## src/rtl/tmr_busif_pkg.sv

```systemverilog
`timescale 1ns/1ps
package tmr_busif_pkg;
  localparam int unsigned BUS_W  = 8;
  localparam int unsigned ADDR_W = 2;
  localparam logic [ADDR_W-1:0] CTL_ADDR = 2'b11;
  localparam logic [1:0]        SEL_RDBK = 2'b11;

  typedef enum logic [1:0] {
    FMT_FREEZE = 2'b00,
    FMT_LO     = 2'b01,
    FMT_HI     = 2'b10,
    FMT_BOTH   = 2'b11
  } byte_fmt_e;

  typedef struct packed {
    logic [1:0] target;
    byte_fmt_e  fmt;
    logic [2:0] mode;
    logic       bcd;
  } cfg_byte_t;

  // Codes with the middle bit set fold onto modes 2 and 3.
  function automatic logic [2:0] fold_mode(input logic [2:0] code);
    return code[1] ? {1'b0, code[1:0]} : code;
  endfunction
endpackage

```

## src/rtl/tmr_strobe_sync.sv

```systemverilog
`timescale 1ns/1ps
module tmr_strobe_sync #(
  parameter int STAGES = 2,
  parameter int CW     = 11
) (
  input  logic          clk,
  input  logic          rst_n,
  input  logic          strobe_n,
  input  logic [CW-1:0] cap_in,
  output logic          rise,
  output logic [CW-1:0] cap_out
);
  logic [STAGES-1:0] chain_q, chain_d;
  logic              dly_q;
  logic [CW-1:0]     cap_q, cap_d;
  logic              cap_en;
  logic              lvl;

  assign lvl = chain_q[STAGES-1];

  always_comb begin
    chain_d[0] = strobe_n;
    for (int i = 1; i < STAGES; i++) chain_d[i] = chain_q[i-1];
  end

  assign cap_en = ~lvl;
  assign cap_d  = cap_en ? cap_in : cap_q;

  always_ff @(posedge clk or negedge rst_n) begin
    if (!rst_n) begin
      chain_q <= '1;
      dly_q   <= 1'b1;
      cap_q   <= '0;
    end else begin
      chain_q <= chain_d;
      dly_q   <= lvl;
      cap_q   <= cap_d;
    end
  end

  assign rise    = lvl & ~dly_q;
  assign cap_out = cap_q;
endmodule

```

## src/rtl/tmr_ctl_decode.sv

```systemverilog
`timescale 1ns/1ps
module tmr_ctl_decode
  import tmr_busif_pkg::*;
#(
  parameter int NCH = 3
) (
  input  logic              fire,
  input  logic              sel_n,
  input  logic [ADDR_W-1:0] addr,
  input  logic [BUS_W-1:0]  data,
  output logic [NCH-1:0]    load,
  output logic [NCH-1:0]    prog,
  output logic [NCH-1:0]    latch,
  output logic              rdbk,
  output logic [2:0]        mode,
  output logic [1:0]        fmt,
  output logic              bcd,
  output logic [5:0]        rsel
);
  cfg_byte_t cb;
  logic      hit, ctl_hit;

  assign cb      = cfg_byte_t'(data);
  assign hit     = fire & ~sel_n;
  assign ctl_hit = hit & (addr == CTL_ADDR);
  assign rdbk    = ctl_hit & (cb.target == SEL_RDBK);

  for (genvar i = 0; i < NCH; i++) begin : g_ch
    localparam logic [1:0] CODE = 2'(i);
    assign load[i]  = hit & (addr == CODE);
    assign latch[i] = ctl_hit & (cb.target == CODE) & (cb.fmt == FMT_FREEZE);
    assign prog[i]  = ctl_hit & (cb.target == CODE) & (cb.fmt != FMT_FREEZE);
  end

  assign mode = fold_mode(cb.mode);
  assign fmt  = cb.fmt;
  assign bcd  = cb.bcd;
  assign rsel = data[5:0];
endmodule

```

## src/rtl/tmr_rd_mux.sv

```systemverilog
`timescale 1ns/1ps
module tmr_rd_mux
  import tmr_busif_pkg::*;
#(
  parameter int NCH = 3
) (
  input  logic                 cs_n,
  input  logic                 rd_n,
  input  logic [ADDR_W-1:0]    addr,
  input  logic [NCH*BUS_W-1:0] ch_rdata,
  output logic [BUS_W-1:0]     dout
);
  always_comb begin
    dout = '0;
    if (!cs_n && !rd_n) begin
      for (int i = 0; i < NCH; i++) begin
        if (addr == 2'(i)) dout = ch_rdata[i*BUS_W +: BUS_W];
      end
    end
  end
endmodule

```

## src/rtl/tmr_busif.sv

```systemverilog
`timescale 1ns/1ps
module tmr_busif
  import tmr_busif_pkg::*;
#(
  parameter int NCH         = 3,
  parameter int SYNC_STAGES = 2
) (
  input  logic                 clk,
  input  logic                 rst_n,
  input  logic                 cs_n,
  input  logic                 rd_n,
  input  logic                 wr_n,
  input  logic [1:0]           addr,
  input  logic [7:0]           din,
  output logic [7:0]           dout,
  input  logic [NCH*8-1:0]     ch_rdata,
  output logic [NCH-1:0]       ch_load,
  output logic [7:0]           ch_wbyte,
  output logic [NCH-1:0]       ch_prog,
  output logic [2:0]           cfg_mode,
  output logic [1:0]           cfg_fmt,
  output logic                 cfg_bcd,
  output logic [NCH-1:0]       ch_latch,
  output logic                 rdbk_go,
  output logic [5:0]           rdbk_sel,
  output logic [NCH-1:0]       ch_rdack
);
  localparam int WCAP_W = 1 + ADDR_W + BUS_W;
  localparam int RCAP_W = 1 + ADDR_W;

  // reset: asynchronous assert, synchronous release
  logic rst_meta_q, rst_sync_q, rst_int_n;
  always_ff @(posedge clk or negedge rst_n) begin
    if (!rst_n) begin
      rst_meta_q <= 1'b0;
      rst_sync_q <= 1'b0;
    end else begin
      rst_meta_q <= 1'b1;
      rst_sync_q <= rst_meta_q;
    end
  end
  assign rst_int_n = rst_sync_q;

  // strobe synchronisers with field capture
  logic              wr_rise, rd_rise;
  logic [WCAP_W-1:0] wcap;
  logic [RCAP_W-1:0] rcap;

  tmr_strobe_sync #(.STAGES(SYNC_STAGES), .CW(WCAP_W)) u_wsync (
    .clk(clk), .rst_n(rst_int_n), .strobe_n(wr_n),
    .cap_in({cs_n, addr, din}), .rise(wr_rise), .cap_out(wcap)
  );

  tmr_strobe_sync #(.STAGES(SYNC_STAGES), .CW(RCAP_W)) u_rsync (
    .clk(clk), .rst_n(rst_int_n), .strobe_n(rd_n),
    .cap_in({cs_n, addr}), .rise(rd_rise), .cap_out(rcap)
  );

  // write decode
  logic [NCH-1:0] dec_load, dec_prog, dec_latch, dec_rdack;
  logic           dec_rdbk, dec_bcd;
  logic [2:0]     dec_mode;
  logic [1:0]     dec_fmt;
  logic [5:0]     dec_rsel;

  tmr_ctl_decode #(.NCH(NCH)) u_dec (
    .fire(wr_rise), .sel_n(wcap[WCAP_W-1]),
    .addr(wcap[BUS_W +: ADDR_W]), .data(wcap[BUS_W-1:0]),
    .load(dec_load), .prog(dec_prog), .latch(dec_latch), .rdbk(dec_rdbk),
    .mode(dec_mode), .fmt(dec_fmt), .bcd(dec_bcd), .rsel(dec_rsel)
  );

  for (genvar i = 0; i < NCH; i++) begin : g_rdack
    assign dec_rdack[i] = rd_rise & ~rcap[RCAP_W-1] & (rcap[ADDR_W-1:0] == 2'(i));
  end

  // read data path
  tmr_rd_mux #(.NCH(NCH)) u_rmux (
    .cs_n(cs_n), .rd_n(rd_n), .addr(addr), .ch_rdata(ch_rdata), .dout(dout)
  );

  // next state
  logic [NCH-1:0] load_q, prog_q, latch_q, rdack_q;
  logic           rdbk_q, bcd_q, bcd_d;
  logic [7:0]     wbyte_q, wbyte_d;
  logic [2:0]     mode_q, mode_d;
  logic [1:0]     fmt_q, fmt_d;
  logic [5:0]     rsel_q, rsel_d;
  logic           cfg_en, wbyte_en, rsel_en;

  always_comb begin
    cfg_en   = |dec_prog;
    wbyte_en = |dec_load;
    rsel_en  = dec_rdbk;
    mode_d   = cfg_en   ? dec_mode              : mode_q;
    fmt_d    = cfg_en   ? dec_fmt               : fmt_q;
    bcd_d    = cfg_en   ? dec_bcd               : bcd_q;
    wbyte_d  = wbyte_en ? wcap[BUS_W-1:0]       : wbyte_q;
    rsel_d   = rsel_en  ? dec_rsel              : rsel_q;
  end

  always_ff @(posedge clk or negedge rst_int_n) begin
    if (!rst_int_n) begin
      load_q  <= '0;
      prog_q  <= '0;
      latch_q <= '0;
      rdack_q <= '0;
      rdbk_q  <= 1'b0;
      mode_q  <= '0;
      fmt_q   <= '0;
      bcd_q   <= 1'b0;
      wbyte_q <= '0;
      rsel_q  <= '0;
    end else begin
      load_q  <= dec_load;
      prog_q  <= dec_prog;
      latch_q <= dec_latch;
      rdack_q <= dec_rdack;
      rdbk_q  <= dec_rdbk;
      mode_q  <= mode_d;
      fmt_q   <= fmt_d;
      bcd_q   <= bcd_d;
      wbyte_q <= wbyte_d;
      rsel_q  <= rsel_d;
    end
  end

  assign ch_load  = load_q;
  assign ch_wbyte = wbyte_q;
  assign ch_prog  = prog_q;
  assign cfg_mode = mode_q;
  assign cfg_fmt  = fmt_q;
  assign cfg_bcd  = bcd_q;
  assign ch_latch = latch_q;
  assign rdbk_go  = rdbk_q;
  assign rdbk_sel = rsel_q;
  assign ch_rdack = rdack_q;
endmodule

```

## config.mk

```make
export PLATFORM = sky130hd
export DESIGN_NAME = tmr_busif
export DESIGN_NICKNAME = d
export VERILOG_FILES = /design/src/rtl/tmr_busif_pkg.sv /design/src/rtl/tmr_strobe_sync.sv /design/src/rtl/tmr_ctl_decode.sv /design/src/rtl/tmr_rd_mux.sv /design/src/rtl/tmr_busif.sv
export SDC_FILE = /design/constraint.sdc
export NUM_CORES = 1
export LEC_CHECK = 0
export BUFFER_PORTS_ARGS = -buffer_cell sky130_fd_sc_hd__buf_2
export CAP_MARGIN = 20
export CORE_ASPECT_RATIO = 1.2
export CORE_UTILIZATION = 35
export CTS_BUF_LIST = sky130_fd_sc_hd__clkbuf_8
export DETAILED_ROUTE_END_ITERATION = 8
export HOLD_SLACK_MARGIN = 0.15
export PLACE_DENSITY = 0.57
export SLEW_MARGIN = 10
export SYNTH_ARGS = -nofsm -noshare
export SYNTH_HDL_FRONTEND = slang
export SYNTH_SLANG_ARGS = --single-unit
```

## constraint.sdc

```tcl
create_clock -name clk -period 2.6 [get_ports clk]
set_input_delay 0.52 -clock clk [delete_from_list [all_inputs] [get_ports clk]]
set_output_delay 0.52 -clock clk [all_outputs]
set_load 0.01 [all_outputs]
```

# Word level (Yosys, flattened, before mapping)
# Cells that the tools add are included.
dict set report word_totals {
  in_bits 39
  word_cells 69
  register_bits 55
  out_inout_bits 41
}
dict set report op_classes {
  eq_ne 10
  n_reduce_logical 11
  bitwise 25
  mux 5
}
# operator n
set ops {}
lappend ops {{$mux W8} 4}
lappend ops {{$and A1 B1 Y1} 21}
lappend ops {{$eq A2 B2 Y1 const B} 6}
lappend ops {{$logic_not A2 Y1} 5}
lappend ops {{$eq A2 B1 Y1 const B} 4}
lappend ops {{$reduce_or A3 Y1} 2}
lappend ops {{$not A1 Y1} 4}
lappend ops {{$mux W3} 1}
lappend ops {{$logic_not A1 Y1} 2}
lappend ops {{$reduce_bool A2 Y1} 1}
lappend ops {{$logic_and A1 B1 Y1} 1}

# Logic depth before layout (Yosys ltp)
dict set report depth {
  word_depth 7
  mapped_depth 4
  ltp_nobuf 3
}

# Cells and area by module
# A second synthesis with hierarchy kept.
dict set report unflattened {
  hier_cells 164
  area_unflattened_um2 2474.9
}
# mod seq_area_each_um2 cells_per_inst area_each_um2 instances
set modules_own_cells {}
lappend modules_own_cells {tmr_busif 875.8 62 1169.9 1}
lappend modules_own_cells {{tmr_strobe_sync at u_wsync} 354.1 27 529.3 1}
lappend modules_own_cells {tmr_rd_mux 0.0 38 359.1 1}
lappend modules_own_cells {tmr_ctl_decode 0.0 27 222.7 1}
lappend modules_own_cells {{tmr_strobe_sync at u_rsync} 153.9 10 193.9 1}

# Worst setup path before layout
# OpenSTA, ideal clock, no wires.
dict set report synth_path {
  path_type {input to output}
  start {in addr[0]}
  end {out dout[0]}
  stages 4
  slack_ps 852
  arrival_ps 1228
  n_path_buf 1
  required_ps 2080
  path_cell_list {buf_2 -> mux2i_1 -> a2bb2oi_1 -> nor3_1}
}
dict set report synth_via {
  elab_chain_cells 5
  elab_cells_between_ends 7
  classes_between {eq/ne: 2; mux: 4; reduce/logical: 1}
}
# item line_no
set synth_lines {}
lappend synth_lines {{start: declaration} tmr_busif.sv:13} ;# input logic [1:0] addr,
lappend synth_lines {{$logic_not A2 Y1} tmr_rd_mux.sv:17} ;# if (addr == 2'(i)) dout = ch_rdata[i*BUS_W +: BUS_W];
lappend synth_lines {{$mux W8 (2 in a row)} tmr_rd_mux.sv:17}
lappend synth_lines {{$mux W8 (*)} tmr_rd_mux.sv:17}
lappend synth_lines {{$mux W8 (*)} tmr_rd_mux.sv:15} ;# if (!cs_n && !rd_n) begin
lappend synth_lines {{end: declaration} tmr_busif.sv:15} ;# output logic [7:0] dout,
# Mark *: on every way between the ends. The rest lies on a longest branch, timed or not.

# Worst setup path after layout
dict set report layout_path {
  start {in addr[1]}
  end {out dout[0]}
}
# The elaborated chain is that of the path after synthesis.

==> flow_metrics.py <==
metrics = {
    "placed_design": {
        "port_buffers": 79,
        "dp_cells": 304,
        "dp_hpwl_um": 3021,
        "gp_congestion": 0.7691,
    },
    "routing": {
        "via_per_inst": 4.732,
        "ant_nets": 0,
        "drtIter0Drc": 67,
        "postRouteWirelength_um": 4109,
        "first_pass_iters": 3,
        "drt-wirelength-per-cell_um": 13.13,
        "drc_errors": 0,
        "via_count": 1481,
    },
    "timing": {
        "clock_skew_ns": 0.01208,
        "max_freq_ghz": 0.4667,
        "slew_headroom_pct": 57.84,
        "rsz0062_at_grt": "false",
        "setup-tns-final_ns": 0,
        "max_slew.worst_pin.slew_ns": 0.6324,
        "setup_viol": 0,
        "min_period_ns": 2.143,
        "maxSlewViolCount": 0,
        "fin_crit_sh_pct": 82.41,
        "finalHoldViolations": 0,
    },
    "yosys": {
        "synth_area_sq_um": 2226,
        "synth.largest_area_cell": "dfrtp_1",
        "syn-num-nets": 192,
        "synthXorXnorAreaFrac_pct": 0,
        "yosysSeqAreaShare_pct": 62.17,
        "synthArstFlopShare_pct": 100.0,
        "ys_top_cells_by_area": "dfrtp_1, mux2_2, dfstp_2",
        "synthSimpleGateAreaFrac_pct": 9.668,
        "synthDistinctLibCells": 29,
        "synth_warnings": 0,
        "syn_avg_cell_area_sq_um": 14.55,
        "ys.flop_type": "dfrtp_1",
        "synth_top_family_by_area": "multiplexers",
        "ys_seq_elements": 55,
        "synth-edff-count": 0,
        "synth-adder-area-share_pct": 0,
        "netlist.area_leader.share_pct": 55.09,
        "synth_compound_area_share_pct": 4.384,
        "synth_mux_area_share_pct": 21.14,
        "synth_cells": 153,
    },
    "final_layout": {
        "fillers": 565,
        "num-nets-final": 269,
        "syn_to_final_growth_pct": 26.08,
        "final_cells": 313,
        "drive_gt1_share_pct": 56.71,
        "diodes": 0,
    },
    "run_status": {
        "outcome": "completed",
    },
    "power": {
        "finalPower_mw": 2.030,
        "cellPowerDensity_nw_per_um2": 723.2,
        "leakage_nw": 1.433,
        "ir_drop_mv": 0.2490,
    },
    "setup_path": {
        "critPathCaptureType": "primary output",
        "startpoint_type": "primary input",
        "reg2reg_to": "ch_wbyte[5]",
        "cp_max_fo": 11,
        "worst-setup-path-type": "primary input to primary output",
        "regToRegStartpoint": "u_wsync.chain_q[1]",
        "ff2ff_path_depth": 3,
        "arrival_ns": 1.62,
        "r2r_slack_ns": 0.61,
        "worstPathRequired_ns": 2.08,
    },
    "min_path": {
        "min_path_cells": 1,
        "hold_start": "wr_n",
        "hold_class": "primary input to flop",
        "min_to": "u_wsync.chain_q[0]",
    },
    "floorplanning": {
        "die-area_sq_um": 6684,
        "coreArea_sq_um": 6090,
        "io-pin-count": 80,
        "dieHeight_um": 89.36,
        "die_w_um": 74.80,
        "start_util_pct": 36.55,
        "num_rows": 31,
    },
    "global_routing": {
        "overflow": 0,
        "grt_pass1_wl_um": 6327,
        "grt_pass1_vias": 1385,
        "antenna_found_initial": 0,
        "grt_max_degree": 54,
        "grt_use_total_pct": 13.05,
    },
    "cts": {
        "clk_path_buf_depth": 2,
        "htreeDepth": 2,
        "cts_tree": "built",
        "ctsHoldBuffers": 1,
        "clk_latency_ns": 0.31,
        "cts.sinks": 55,
        "postCtsSetupBuffers": 0,
        "cts_resized": 0,
        "clkTransAtPathRegs_ns": 0.09,
        "cts_inserted_buffers": 5,
        "clockRootBuffer": "clkbuf_8",
    },
    "job": {
        "cap_viol_max_count": 0,
    },
}
==> final cells by class <==
type | instances | area (sq um) | area share (%)
clock inverter | 3 | 46.29 | 1.650
clock buffer | 5 | 68.82 | 2.452
multi-input combinational | 86 | 787.0 | 28.04
timing repair buffer | 81 | 412.9 | 14.71
inverter | 1 | 3.754 | 0.1337
sequential | 55 | 1385 | 49.35
tap | 82 | 102.6 | 3.656
==> per-layer routing <==
metal	share of wire, %	vias up	routed length [um]	track usage (%)
li1	-	697	-	-
met1	43	710	1772	14.89
met2	49	67	2007	22.44
met3	5.6	7	230	2.931
met4	2.4	0	97	7.204
met5	0	-	0	0
==> registers in the layout (all words and copies together) (netlist names) <==
register and count:
u_wsync.chain_q 2, cfg_bcd 1, u_wsync.cap_out 11, cfg_mode 3, rdbk_sel 6, ch_rdack 3, rdbk_go 1, ch_wbyte 8
ch_prog 3, u_rsync.dly_q 1, u_rsync.cap_out 3, ch_load 3, u_wsync.dly_q 1, u_rsync.chain_q 2, ch_latch 3, rst_int_n 1
cfg_fmt 2, rst_meta_q 1
==> per-stage QoR <==
| stage | area [sq um] | hold WS, ns | worst slack (ns) | util, % |
|---|---|---|---|---|
| floorplan | 2226 | 0.2244 | 0.8516 | - |
| global placement | 2681 | 0.3047 | 0.4877 | 44.03 |
| detailed placement | 2681 | 0.3066 | 0.4725 | 44.03 |
| CTS | 2806 | 0.2976 | 0.4436 | 46.09 |
| global route | 2806 | 0.2911 | 0.3485 | 46.09 |
| finish | 2806 | 0.3066 | 0.4575 | 46.09 |
==> cells in the mapped netlist (all sizes together), types with 2 or more instances <==
cell type / n
a21bo: 2
nor2: 2
a2bb2oi: 8
nor4: 2
buf: 5
mux2i: 8
nor4b: 2
nand4: 3
dfrtp: 49
dfstp: 6
nor3: 11
mux2: 32
nor2b: 3
nand2: 3
clkbuf: 6
nor3b: 3
==> worst max path at each step <==
stage,startpoint,to,slack [ns]
floorplan,addr[0],dout[0],0.85
global placement,addr[1],dout[6],0.49
detailed placement,addr[1],dout[0],0.47
CTS,addr[1],dout[0],0.44
global route,addr[1],dout[3],0.35
finish,addr[1],dout[0],0.46
==> power by group <==
part / leakage, nW / internal, mW / switching [mW]
combinational: 0.698 / 0.230 / 0.167
sequential: 0.680 / 0.984 / 0.0858
clock: 0.0548 / 0.290 / 0.273
total: 1.43 / 1.50 / 0.525
==> worst max-delay path, stage by stage <==
cell	delay, ns
buf_2	0.19
nor2b_1	0.44
a2bb2oi_1	0.13
nor3_1	0.18
buf_2	0.17
==> layout by cell type, fill, tap and decap left out, types with 2 or more instances in the layout <==
| master | synthesis | routed |
|---|---|---|
| nor3_1 | 11 | 11 |
| nand2_1 | 3 | 3 |
| mux2i_1 | 8 | 8 |
| nor4b_1 | 2 | 2 |
| nor2b_1 | 3 | 3 |
| clkbuf_8 | 0 | 5 |
| a2bb2oi_1 | 8 | 8 |
| mux2_4 | 8 | 8 |
| nor3b_1 | 3 | 3 |
| nand4_1 | 2 | 2 |
| nor4_1 | 2 | 2 |
| dfstp_2 | 6 | 6 |
| buf_2 | 1 | 79 |
| dfrtp_1 | 49 | 48 |
| nor2_1 | 2 | 2 |
| mux2_2 | 24 | 24 |
| a21bo_2 | 2 | 2 |
==> cell families (layout without fill, tap and decap cells) <==
group,count (synthesis),count (layout)
flops,55,55
compound gates,11,11
simple gates,34,34
buf+inv,12,90
mux,40,40
other cells,1,1
Power figures use the tool's default switching activity.
